### config.mk
export PLATFORM = sky130hd
export DESIGN_NAME = wdt_bark_bite
export DESIGN_NICKNAME = d
export VERILOG_FILES = /design/src/rtl/wdt_bark_bite.sv
export SDC_FILE = /design/constraint.sdc
export NUM_CORES = 1
export LEC_CHECK = 0
export BUFFER_PORTS_ARGS = -buffer_cell sky130_fd_sc_hd__buf_2
export CAP_MARGIN = 20
export CORE_MARGIN = 3
export CORE_UTILIZATION = 60
export CTS_CLUSTER_DIAMETER = 200
export DETAILED_ROUTE_END_ITERATION = 8
export PLACE_DENSITY_LB_ADDON = 0.2
export SETUP_SLACK_MARGIN = 0.4
export SYNTH_ARGS = -nofsm -noshare
export SYNTH_HDL_FRONTEND = slang
export SYNTH_SLANG_ARGS = --single-unit
export TNS_END_PERCENT = 30
### constraint.sdc
create_clock -name clk -period 2.2 [get_ports clk]
set_input_delay 0 -clock clk [delete_from_list [all_inputs] [get_ports clk]]
set_output_delay 0 -clock clk [all_outputs]
set_load 0.05 [all_outputs]
### src/rtl/wdt_bark_bite.sv
module wdt_bark_bite #(
  parameter int W  = 16,
  parameter int AW = 3
) (
  input  logic          clk,
  input  logic          rst_n,
  input  logic          sleep_i,
  input  logic          reg_we,
  input  logic [AW-1:0] reg_addr,
  input  logic [W-1:0]  reg_wdata,
  output logic [W-1:0]  reg_rdata,
  output logic          irq_o,
  output logic          rst_req_o
);
  localparam logic [W-1:0]  CNT_MAX = {W{1'b1}};
  localparam logic [AW-1:0] A_CTRL  = AW'(0);
  localparam logic [AW-1:0] A_LOCK  = AW'(1);
  localparam logic [AW-1:0] A_COUNT = AW'(2);
  localparam logic [AW-1:0] A_WARN  = AW'(3);
  localparam logic [AW-1:0] A_FINAL = AW'(4);
  localparam logic [AW-1:0] A_STAT  = AW'(5);
  localparam logic [AW-1:0] A_TEST  = AW'(6);

  logic         en_q, pause_q, lock_q, bark_stat, bite_stat;
  logic [W-1:0] cnt_q, bark_q, bite_q;

  wire wr_ctrl  = reg_we && reg_addr == A_CTRL  && lock_q;
  wire wr_cnt   = reg_we && reg_addr == A_COUNT && lock_q;
  wire wr_warn  = reg_we && reg_addr == A_WARN  && lock_q;
  wire wr_final = reg_we && reg_addr == A_FINAL && lock_q;
  wire clr_stat = reg_we && reg_addr == A_STAT  && reg_wdata[0];
  wire set_stat = reg_we && reg_addr == A_TEST  && reg_wdata[0];
  wire clr_lock = reg_we && reg_addr == A_LOCK  && !reg_wdata[0];

  wire run      = en_q && !(pause_q && sleep_i);
  wire bark_hit = en_q && cnt_q >= bark_q;
  wire bite_hit = en_q && cnt_q >= bite_q;

  always_ff @(posedge clk or negedge rst_n) begin
    if (!rst_n) begin
      en_q    <= 1'b0;
      pause_q <= 1'b0;
      lock_q  <= 1'b1;
      bark_q  <= CNT_MAX;
      bite_q  <= CNT_MAX;
    end else begin
      if (wr_ctrl) begin
        en_q    <= reg_wdata[0];
        pause_q <= reg_wdata[1];
      end
      if (clr_lock) lock_q <= 1'b0;
      if (wr_warn)  bark_q <= reg_wdata;
      if (wr_final) bite_q <= reg_wdata;
    end
  end

  always_ff @(posedge clk or negedge rst_n) begin
    if (!rst_n)                     cnt_q <= '0;
    else if (wr_cnt)                cnt_q <= reg_wdata;
    else if (run && cnt_q != CNT_MAX) cnt_q <= cnt_q + W'(1);
  end

  always_ff @(posedge clk or negedge rst_n) begin
    if (!rst_n) begin
      bark_stat <= 1'b0;
      bite_stat <= 1'b0;
      irq_o     <= 1'b0;
      rst_req_o <= 1'b0;
    end else begin
      bark_stat <= bark_hit | set_stat | (bark_stat & ~clr_stat);
      if (wr_cnt && reg_wdata < bite_q) bite_stat <= 1'b0;
      else if (bite_hit)                bite_stat <= 1'b1;
      irq_o     <= bark_stat;
      rst_req_o <= bite_stat;
    end
  end

  always_comb begin
    reg_rdata = '0;
    case (reg_addr)
      A_CTRL:  reg_rdata[1:0] = {pause_q, en_q};
      A_LOCK:  reg_rdata[0]   = lock_q;
      A_COUNT: reg_rdata      = cnt_q;
      A_WARN:  reg_rdata      = bark_q;
      A_FINAL: reg_rdata      = bite_q;
      A_STAT:  reg_rdata[0]   = bark_stat;
      default: reg_rdata      = '0;
    endcase
  end
endmodule


# == Word-level counts from Yosys, hierarchy flattened ==
# Index checks and enable logic that the tools add are counted.
# totals
inputBits,23
register_bits,55
out_inout_bits,18
elab_cells,57
# op_classes
bitwise_logic,4
n_eq_ne,7
reduce_logical,25
addsub,1
muxes,7
magnitude_cmp,3
# op_table
operator,count
one-hot mux 14 bit (3 select lines),1
>= comparator 16 bit,2
two-way mux 16 bit,2
logical AND 1 bit,20
"adder 16 x 1 -> 16 bit, second input constant",1
less-than comparator 16 bit,1
"!= test 16 bit, second input constant",1
"== test 3 bit, second input constant",3
"== test 3 x 2 -> 1 bit, second input constant",2
one-hot mux 1 bit (6 select lines),1
one-hot mux 1 bit (4 select lines),1
nonzero test 2 bit,2
"== test 3 x 1 -> 1 bit, second input constant",1
logical NOT 3 bit,1
logical NOT 1 bit,2
two-way mux 1 bit,2
bitwise OR 1 bit,2
AND 1 bit,1
inverter 1 bit,1

# == Longest topological paths before layout ==
# Gate-level depths: netlist of run 1.
# logic_depth
depth_word,6
depth_mapped,7
mapped_depth_nobuf,7

# == Least setup slack after synthesis of run 1 ==
# Ideal clock, no wire load.
# synth_path
path_type,input to output
start,in reg_addr[0]
end,out reg_rdata[12]
n_path_buf,3
required_time_ns,2.200
slack_ns,0.268
stages,5
arrival_time_ns,1.932
cell_sequence,clkbuf_1 buf_2 buf_2 mux2i_1 o21ai_0
# synth_between
elab_chain_len,2
word_cells_on_any_way,4
cone_classes,eq/ne: 3; mux: 1
# synth_lines
element,line,text
start: declaration,9,"input logic [AW-1:0] reg_addr,"
== test 3 bit / == test 3 x 2 -> 1 bit (equally long branches),80,case (reg_addr)
one-hot mux 14 bit (3 select lines) (*),80,
end: declaration,11,"output logic [W-1:0] reg_rdata,"
# Mark *: on every way between the ends. The rest lies on a longest branch, timed or not.

# == Worst setup path after layout of run 1 ==
# layout_path
start,reg cnt_q[4]
end,reg cnt_q[11]
# layout_between
elab_chain_len,3
word_cells_on_any_way,6
cone_classes,add/sub: 1; eq/ne: 1; mux: 2; reduce/logical: 2
# layout_lines
element,line,text
start: declaration,25,"logic [W-1:0] cnt_q, bark_q, bite_q;"
start signal: assignment,59,else if (wr_cnt) cnt_q <= reg_wdata;
start signal: assignment,60,else if (run && cnt_q != CNT_MAX) cnt_q <= cnt_q + W'(1);
adder 16 x 1 -> 16 bit / != test 16 bit (equally long branches),60,
two-way mux 16 bit / logical AND 1 bit (equally long branches),60,
two-way mux 16 bit / nonzero test 2 bit (equally long branches),--,
# Several ways; a longest one is shown, not always the timed one. The select of a mux whose other input is x is not followed.
# A chain may end at the register's enable or synchronous reset.

==> run_results.csv, run 1 <==
group,metric,value,unit
run_status,status,"finished, final reports clean",
global_route,grt_pass1_wl,17300,um
floorplanning,row_count,29,
place,place_area,0.00439,mm2
logic_synthesis,ys_warn_count,0,
clock_tree,numCtsBuffers,5,
sta,fin_setup_tns,0,ns
place,numPortBuffers,40,
sta,min_period,1.94,ns
logic_synthesis,synth_cells,422,
clock_tree,cts_sinks,55,
logic_synthesis,synth-seq-area-share,35.0,%
power,p_total,5740,uW
cells_and_area,design_area,0.00500,mm2
logic_synthesis,async_flop_share,100,%
sta,finalWorstSetupSlack,0.261,ns
sta,hold_violations,0,
logic_synthesis,synth_cell_types,55,
power,power_density,1150,mW/mm2
sta,timing.fmax,516,MHz
global_route,grt_usage,29.0,%
clock_tree,htreeDepth,2,
sta,fin_hold_ws,0.0198,ns
setup_path,critPathRequiredTime,2.43,ns
clock_tree,clock_path_buffers,2,
logic_synthesis,yosys_most_used_dff,"dfstp_2",
setup_path,path_class,"reg2reg",
hold_path,hold_class,"in2reg",
drt,drc_errors,0,
drt,vias,3670,
run,cap_viol_max_count,0,
cells_and_area,final_cell_mix,"59 x nand2_1, 40 x buf_2, 39 x ha_1, 38 x o21ai_0, 33 x dfstp_2",
floorplanning,die_h,88.2,um
setup_path,cp.arrival,2.17,ns
drt,drtPass1Iterations,5,
floorplanning,num_io_pins,41,
drt,wl,11700,um
floorplanning,coreArea,0.00646,mm2
logic_synthesis,synth_seq_cells,55,
cells_and_area,diodes,0,
floorplanning,die_area,0.00777,mm2
clock_tree,clk_latency,0.31,ns
power,p_leak,0.00216,uW
setup_path,critPathMaxFanout,6,
place,dp_slack,0.00266,ns
sta,relSlewSlack,65.9,%
floorplanning,start_util,62.7,%
cells_and_area,drive_gt1_share,36.6,%
drt,drt-initial-drc-count,276,
logic_synthesis,syn_avg_cell_area,9.60,um2
drt,wire_per_inst,20.5,um
logic_synthesis,synth_fp_nets,493,
logic_synthesis,syn_area,0.00405,mm2
floorplanning,fp.dieW,88.2,um
clock_tree,cts_tree,"built",
logic_synthesis,synth-edff-count,0,
sta,rsz0062_at_grt,"yes",
setup_path,cp-start-kind,"flop",
drt,viasPerCell,6.42,
cells_and_area,nets,565,
sta,fin_worst_skew,0.00689,ns
sta,min_period_over_period,88.2,%
global_route,grt_pass1_vias,3509,
sta,slew_violations,0,
global_route,antenna_found_initial,0,
clock_tree,cts-root-buf,"clkbuf_8",
global_route,grt_max_degree,56,
sta,setup_viol,0,
setup_path,endpoint_kind,"flop",
cells_and_area,mostFrequentLayoutCell,"nand2_1",
place,gp_congestion,0.909,
place,hpwl,7550,um
drt,ant_nets,0,
clock_tree,clk_pin_slew,0.10,ns
global_route,gr-total-overflow,0,
cells_and_area,area_growth,23.6,%
power,ir_worst_vdd,0.000579,V
sta,tightestPinTransition,0.510,ns
## metal layers
metal / share of wire (%) / up-vias / track usage (%)
li1: - / 1669 / -
met1: 41 / 1793 / 38.8
met2: 49 / 163 / 46.9
met3: 6.0 / 45 / 4.14
met4: 4.7 / 0 / 12.2
met5: 0 / - / 0
## flip-flops by register name, summed over array words and instances, names as in the netlist
register / count
bark_q: 16
bark_stat: 1
bite_q: 16
bite_stat: 1
cnt_q: 16
en_q: 1
irq_o: 1
lock_q: 1
pause_q: 1
rst_req_o: 1
## per-stage QoR
| step | cells | utilization, % |
|---|---|---|
| floorplan | 422 | - |
| global placement | 538 | 68.0 |
| detailed placement | 538 | 68.0 |
| CTS | 570 | 74.5 |
| global route | 572 | 77.5 |
| finish | 572 | 77.5 |
## logic make-up (layout without fill, tap and decap cells)
group	Yosys count	after routing	share of synthesized area [%]
simple gates	115	115	14.0
compound gates	106	106	18.2
flops	55	55	35.0
buf+inv	50	123	5.34
fa+ha+maj	48	48	14.8
mux	38	38	10.4
xor+xnor	10	10	2.16
## what timing repair did
item	4_1_cts	5_1_grt
hold buffers	17	0
gates resized for setup	19	33
endpoints found under the hold margin	96	0
endpoints found under the setup margin	14	9
setup buffers	7	2
pin swaps	11	15
## final timing paths
| check | from | to | slack (ns) | cells past startpoint |
|---|---|---|---|---|
| min in group asynchronous | rst_n | pause_q$_DFFE_PN0P_ | 0.22 | 3 |
| max reg2reg | cnt_q[4]$_DFFE_PN0P_ | cnt_q[11]$_DFFE_PN0P_ | 0.26 | 6 |
| max | cnt_q[4]$_DFFE_PN0P_ | cnt_q[11]$_DFFE_PN0P_ | 0.26 | 6 |
| max in group asynchronous | rst_n | bark_q[14]$_DFFE_PN1P_ | 1.68 | 3 |
| min reg2reg | bark_stat$_DFF_PN0_ | irq_o$_DFF_PN0_ | 0.43 | 0 |
| min | reg_addr[2] | lock_q$_DFFE_PN1P_ | 0.02 | 3 |
## critical path, cell delays in order, from the launching register on
cell and delay [ns]:
dfrtp_1 0.49, and4_4 0.27, and4_4 0.20, buf_4 0.15
a2111oi_4 0.41, xnor2_1 0.13, a21oi_1 0.20
## final cells by class
| class | instances | area (um2) |
|---|---|---|
| multi-input cells | 317 | 2660 |
| flip-flops and latches | 55 | 1420 |
| clock buffers | 6 | 82.6 |
| inverters | 35 | 134 |
| fillers | 423 | 1450 |
| clock inverters | 2 | 35.0 |
| well taps | 77 | 96.3 |
| repair buffers | 80 | 572 |
## power breakdown
group | switching [uW] | internal (uW)
clock | 350 | 369
sequential | 412 | 1530
combinational | 1710 | 1370
total | 2470 | 3270
## cell usage after synthesis (2+ instances only)
library cell / instances / share of area (%)
a2111oi_0: 2 / 0.43
a2111oi_4: 4 / 2.7
a211oi_1: 5 / 0.93
a21o_1: 6 / 1.1
a21oi_1: 18 / 2.2
a31oi_1: 3 / 0.46
and2_1: 3 / 0.46
and3_4: 2 / 0.56
and4_1: 5 / 1.1
and4_4: 2 / 0.56
buf_2: 2 / 0.25
buf_6: 3 / 0.83
clkbuf_1: 9 / 0.83
dfrtp_1: 22 / 14
dfstp_2: 33 / 21
ha_1: 48 / 15
inv_1: 35 / 3.2
mux2_2: 20 / 5.6
mux2i_1: 16 / 4.0
nand2_1: 59 / 5.5
nand2b_1: 3 / 0.46
nand3_1: 6 / 0.74
nand3b_1: 2 / 0.37
nand4_1: 8 / 1.2
nor2_1: 15 / 1.4
nor3_1: 2 / 0.25
o2111ai_1: 2 / 0.43
o21a_1: 4 / 0.74
o21ai_0: 46 / 5.7
o21ai_1: 2 / 0.25
o32ai_1: 2 / 0.43
or3_1: 2 / 0.31
xnor2_1: 8 / 1.7
xor2_1: 2 / 0.43
(Power assumes the default switching activity.)
==> run 2: changes to the inputs <==
--- a/config.mk
+++ b/config.mk
@@ -7,7 +7,8 @@
 export LEC_CHECK = 0
 export BUFFER_PORTS_ARGS = -buffer_cell sky130_fd_sc_hd__buf_2
 export CAP_MARGIN = 20
-export CORE_MARGIN = 3
+export CORE_ASPECT_RATIO = 0.9
+export CORE_MARGIN = 10
 export CORE_UTILIZATION = 60
 export CTS_CLUSTER_DIAMETER = 200
 export DETAILED_ROUTE_END_ITERATION = 8
==> run 2 against run 1 <==
Net effect:
- power shrank 6.1%
- final cell count grew 2.3%
- die area grew 34%
- critical endpoint is now bite_stat$_DFFE_PN0P_
- largest power group unchanged
==> run_results.csv, run 2 (synthesized netlist as in run 1, its figures left out) <==
group,metric,value,unit
cells_and_area,largestRegisters,"bark_q: 16 flops, bite_q: 16 flops, cnt_q: 16 flops",
clock_tree,clk_latency,0.31,ns
place,dp_slack,0.210,ns
clock_tree,cts_sinks,55,
setup_path,rr_startpoint,"bite_q[6]$_DFFE_PN1P_",
sta,tightestPinTransition,0.475,ns
clock_tree,cts-root-buf,"clkbuf_8",
power,ir_worst_vdd,0.000542,V
global_route,gr-total-overflow,0,
cells_and_area,nets,565,
floorplanning,coreArea,0.00659,mm2
place,numPortBuffers,40,
clock_tree,cts_tree,"built",
sta,finalWorstSetupSlack,0.373,ns
sta,fin_setup_tns,0,ns
run,cap_viol_max_count,0,
floorplanning,die_area,0.0104,mm2
drt,drt-initial-drc-count,219,
cells_and_area,final_cell_mix,"59 x nand2_1, 43 x ha_1, 40 x buf_2, 38 x o21ai_0, 35 x inv_1",
setup_path,critPathMaxFanout,3,
place,hpwl,8060,um
sta,timing.fmax,547,MHz
sta,setup_viol,0,
global_route,grt_pass1_vias,3594,
cells_and_area,diodes,0,
drt,wl,11000,um
drt,wire_per_inst,18.9,um
sta,relSlewSlack,68.3,%
cells_and_area,area_growth,21.2,%
floorplanning,die_h,97.9,um
clock_tree,clock_path_buffers,2,
drt,viasPerCell,6.09,
clock_tree,clk_pin_slew,0.10,ns
floorplanning,fp.dieW,107,um
hold_path,hold_class,"in2reg",
sta,slew_violations,0,
global_route,antenna_found_initial,0,
place,gp_congestion,0.907,
clock_tree,htreeDepth,2,
cells_and_area,final_cells,585,
drt,vias,3562,
global_route,grt_usage,20.7,%
setup_path,crit_path_start,"bite_q[6]$_DFFE_PN1P_",
cells_and_area,final_util,74.5,%
setup_path,cp.arrival,2.02,ns
setup_path,critPathRequiredTime,2.40,ns
power,p_leak,0.00214,uW
sta,hold_violations,0,
run_status,status,"finished, final reports clean",
global_route,grt_pass1_wl,17900,um
hold_path,hold_start,"reg_addr[2]",
cells_and_area,nFillCells,500,
power,p_total,5390,uW
floorplanning,num_io_pins,41,
sta,min_period,1.83,ns
floorplanning,row_count,28,
drt,drc_errors,0,
power,power_density,1100,mW/mm2
place,dp.cells,553,
sta,min_period_over_period,83.1,%
clock_tree,numCtsBuffers,5,
setup_path,endpoint_kind,"flop",
setup_path,cp-start-kind,"flop",
drt,ant_nets,0,
floorplanning,start_util,61.5,%
cells_and_area,mostFrequentLayoutCell,"nand2_1",
drt,drtPass1Iterations,5,
global_route,grt_max_degree,29,
cells_and_area,drive_gt1_share,33.1,%
sta,fin_worst_skew,0.00680,ns
setup_path,path_class,"reg2reg",
sta,rsz0062_at_grt,"yes",
## run 2: cell count changes in the layout (fill, tap and decap cells not counted), sizes merged
cell,delta
clkbuf,+2
buf,+1
bufinv,-1
dlygate4sd3,-1
clkinv,-1
## run 2: final timing paths
| check | to | slack [ns] | cells past startpoint |
|---|---|---|---|
| worst max-delay path | bite_stat$_DFFE_PN0P_ | 0.37 | 7 |
| max in group asynchronous | bark_q[7]$_DFFE_PN1P_ | 1.42 | 3 |
| min in group asynchronous | cnt_q[3]$_DFFE_PN0P_ | 0.16 | 2 |
| worst max register to register | bite_stat$_DFFE_PN0P_ | 0.37 | 7 |
| worst min-delay path | lock_q$_DFFE_PN1P_ | 0.006 | 3 |
| worst min register to register | rst_req_o$_DFF_PN0_ | 0.43 | 0 |
## run 2: cell type report
class	count	area (um2)	share of cell area, %
inverter	35	131	2.68
tap	90	113	2.29
multi-input combinational	317	2590	52.8
timing repair buffer	80	553	11.3
clock buffer	8	100	2.04
sequential	55	1420	28.9
## run 2: worst max-delay path: stages, from the launching register on
cell and delay (ns):
dfstp_2 0.54, inv_1 0.07, ha_1 0.32, a21o_1 0.17, a21o_1 0.20, a211oi_2 0.21, o21a_1 0.17, a211oi_2 0.04
## run 2: report_power, final
group	internal (uW)	switching [uW]	total [uW]
clock	288	335	624
sequential	1530	385	1910
combinational	1250	1600	2850
total	3070	2320	5390
## run 2: repair_timing
action	CTS	global route
cloned	0	0
pin swaps	10	10
buffers inserted	8	0
setup endpoints to repair	13	10
hold endpoints to repair	64	0
hold buffers	16	0
resized for setup	19	15
## run 2: routing by layer
layer	share of wire (%)	vias to the layer above	track usage (%)
met5	0	-	0
met4	2.1	0	5.83
met3	7.3	20	4.80
met2	47	131	32.8
met1	44	1747	27.4
li1	-	1664	-
## run 2: stage by stage
| stage | instance area, um2 | hold slack [ns] |
|---|---|---|
| 2_1_floorplan | 4050 | -0.296 |
| 3_3_place_gp | 4410 | -0.0363 |
| 3_5_place_dp | 4410 | -0.0330 |
| 4_1_cts | 4810 | 0.0102 |
| 5_1_grt | 4910 | 0.0259 |
| 6_report | 4910 | 0.00551 |
==> run 3: changes to the inputs <==
--- a/config.mk
+++ b/config.mk
@@ -9,7 +9,7 @@
 export CAP_MARGIN = 20
 export CORE_ASPECT_RATIO = 0.9
 export CORE_MARGIN = 10
-export CORE_UTILIZATION = 60
+export CORE_UTILIZATION = 54
 export CTS_CLUSTER_DIAMETER = 200
 export DETAILED_ROUTE_END_ITERATION = 8
 export PLACE_DENSITY_LB_ADDON = 0.2
==> constraint.sdc (replaced) <==
create_clock -name clk -period 1.5 [get_ports clk]
set_input_delay 0 -clock clk [delete_from_list [all_inputs] [get_ports clk]]
set_output_delay 0 -clock clk [all_outputs]
set_load 0.05 [all_outputs]
==> run 3 against run 2 <==
Net effect:
- the flow now finishes with violations (setup timing)
- hold slack better by 0.036 ns
- global-route usage is 2.5 points higher
- sequential power up 45%
- non-clock buffer count is 76 higher
- wire length up 40%
- critical endpoint unchanged
==> run_results.csv, run 3 (synthesized netlist as in run 1, its figures left out) <==
group,metric,value,unit
run_status,status,"complete, but fails checks",
run_status,violations,"setup timing",
power,internal-power,5850,uW
power,power_frac_seq,26.9,%
drt,wl,15400,um
clock_tree,clk_pin_slew,0.11,ns
floorplanning,num_io_pins,41,
drt,drt-initial-drc-count,404,
drt,wire_per_inst,23.2,um
cells_and_area,area_growth,53.1,%
cells_and_area,nets,641,
power,ir_worst_vdd,0.000889,V
hold_path,hold_class,"in2reg",
place,hpwl,8590,um
cells_and_area,final_cells,664,
power,power_frac_comb,63.7,%
setup_path,endpoint_kind,"flop",
global_route,grt_usage,23.2,%
sta,hold_violations,0,
drt,drc_errors,0,
drt,viasPerCell,6.36,
global_route,gr-total-overflow,0,
cells_and_area,drive_gt1_share,51.8,%
floorplanning,fp.dieW,111,um
power,p_clk_share,9.4,%
clock_tree,cts_sinks,55,
sta,finalWorstSetupSlack,-0.411,ns
global_route,grt_pass1_vias,4138,
power,power_density,1660,mW/mm2
setup_path,path_class,"reg2reg",
clock_tree,htreeDepth,2,
drt,drtPass1Iterations,5,
sta,slew_violations,0,
clock_tree,clk_latency,0.33,ns
cells_and_area,diodes,0,
place,dp.cells,620,
sta,setup_viol,40,
setup_path,crit_path_start,"bite_q[13]$_DFFE_PN1P_",
setup_path,cp.arrival,2.12,ns
drt,vias,4220,
sta,rsz0062_at_grt,"yes",
power,p_leak,0.00264,uW
cells_and_area,final_cell_mix,"68 x buf_4, 56 x nand2_1, 36 x buf_6, 34 x ha_1, 33 x dfstp_2",
global_route,grt_pass1_wl,21500,um
floorplanning,die_h,102,um
floorplanning,die_area,0.0114,mm2
global_route,antenna_found_initial,0,
setup_path,cp-start-kind,"flop",
cells_and_area,largestRegisters,"bark_q: 16 flops, bite_q: 16 flops, cnt_q: 16 flops",
sta,fin_worst_skew,0.00613,ns
clock_tree,cts_tree,"built",
global_route,grt_max_degree,56,
setup_path,rr_startpoint,"bite_q[13]$_DFFE_PN1P_",
power,p_switching,4460,uW
clock_tree,cts-root-buf,"clkbuf_8",
floorplanning,start_util,56.4,%
setup_path,critPathRequiredTime,1.71,ns
cells_and_area,mostFrequentLayoutCell,"buf_4",
power,switching_share,43.3,%
hold_path,hold_start,"reg_addr[1]",
run,cap_viol_max_count,0,
clock_tree,clock_path_buffers,2,
sta,min_period_over_period,127,%
floorplanning,row_count,29,
floorplanning,coreArea,0.00718,mm2
sta,tightestPinTransition,0.358,ns
sta,min_period,1.91,ns
setup_path,critPathMaxFanout,2,
power,p_total,10300,uW
place,numPortBuffers,40,
sta,fin_setup_tns,-7.16,ns
drt,ant_nets,0,
sta,timing.fmax,523,MHz
place,gp_congestion,0.866,
clock_tree,numCtsBuffers,5,
sta,relSlewSlack,76.1,%
## run 3: cell types whose count changed in the layout (fill, tap and decap cells not counted), moves of 6 or more
cell and change:
inv_1 -7, mux2i_1 -8, ha_4 +9, buf_4 +45
buf_6 +36, inv_2 +6, buf_2 -16, o21ai_1 +9
ha_1 -9, o21ai_0 -17
## run 3: timing repair
| item | 4_1_cts | 5_1_grt |
|---|---|---|
| endpoints found under the hold margin | 96 | 0 |
| endpoints found under the setup margin | 68 | 68 |
| cloned | 1 | 0 |
| hold buffers | 19 | 0 |
| buffers inserted | 6 | 10 |
| gates resized for setup | 96 | 61 |
| pin swaps | 36 | 45 |
## run 3: critical path, cell delays in order (launching register included)
cell and delay [ns]:
dfstp_2 0.55, inv_1 0.06, ha_1 0.30, a21o_1 0.21, a21o_1 0.19, a211oi_2 0.25
o21a_1 0.18, a211oi_2 0.05
## run 3: through the flow
stage	worst slack [ns]	cell area (um2)	util, %	hold slack (ns)
2_1_floorplan	-0.212	4190	-	-0.296
3_3_place_gp	-0.693	5060	70.4	0.0270
3_5_place_dp	-0.690	5060	70.4	0.0248
4_1_cts	-0.310	5850	81.5	0.0127
5_1_grt	-0.451	6200	86.3	0.0512
6_report	-0.411	6200	86.3	0.0412
## run 3: area by class of cell
type,count,area [um2]
flip-flops and latches,55,1430
clock inverters,1,7.51
repair buffers,156,1400
inverters,35,134
fillers,331,982
well taps,93,116
clock buffers,7,96.3
multi-input cells,317,3020
## run 3: path summary, 6_finish.rpt
| kind | slack (ns) | cells after the start | to |
|---|---|---|---|
| worst max register to register | -0.41 | 7 | bite_stat$_DFFE_PN0P_ |
| worst min register to register | 0.45 | 0 | rst_req_o$_DFF_PN0_ |
| max in group asynchronous | 0.99 | 3 | bark_q[11]$_DFFE_PN1P_ |
| worst min-delay path | 0.04 | 3 | lock_q$_DFFE_PN1P_ |
| min in group asynchronous | 0.21 | 3 | cnt_q[3]$_DFFE_PN0P_ |
| worst max-delay path | -0.41 | 7 | bite_stat$_DFFE_PN0P_ |
## run 3: power by group through the flow
stage               combinational, uW  clock (uW)  sequential [uW]
global route                     6940        1040             2840
detailed placement               4690           0             2670
CTS                              5610         962             2690
finish                           6570         968             2770
global placement                 4540           0             2650
floorplan                        2680           0             2760
## run 3: per-layer routing
layer	vias to the layer above	GRT usage (%)	wire [um]
met1	2083	28.2	6290
met4	0	8.09	726
met5	-	0	0
met2	246	40.3	7330
li1	1821	-	-
met3	70	4.69	1080
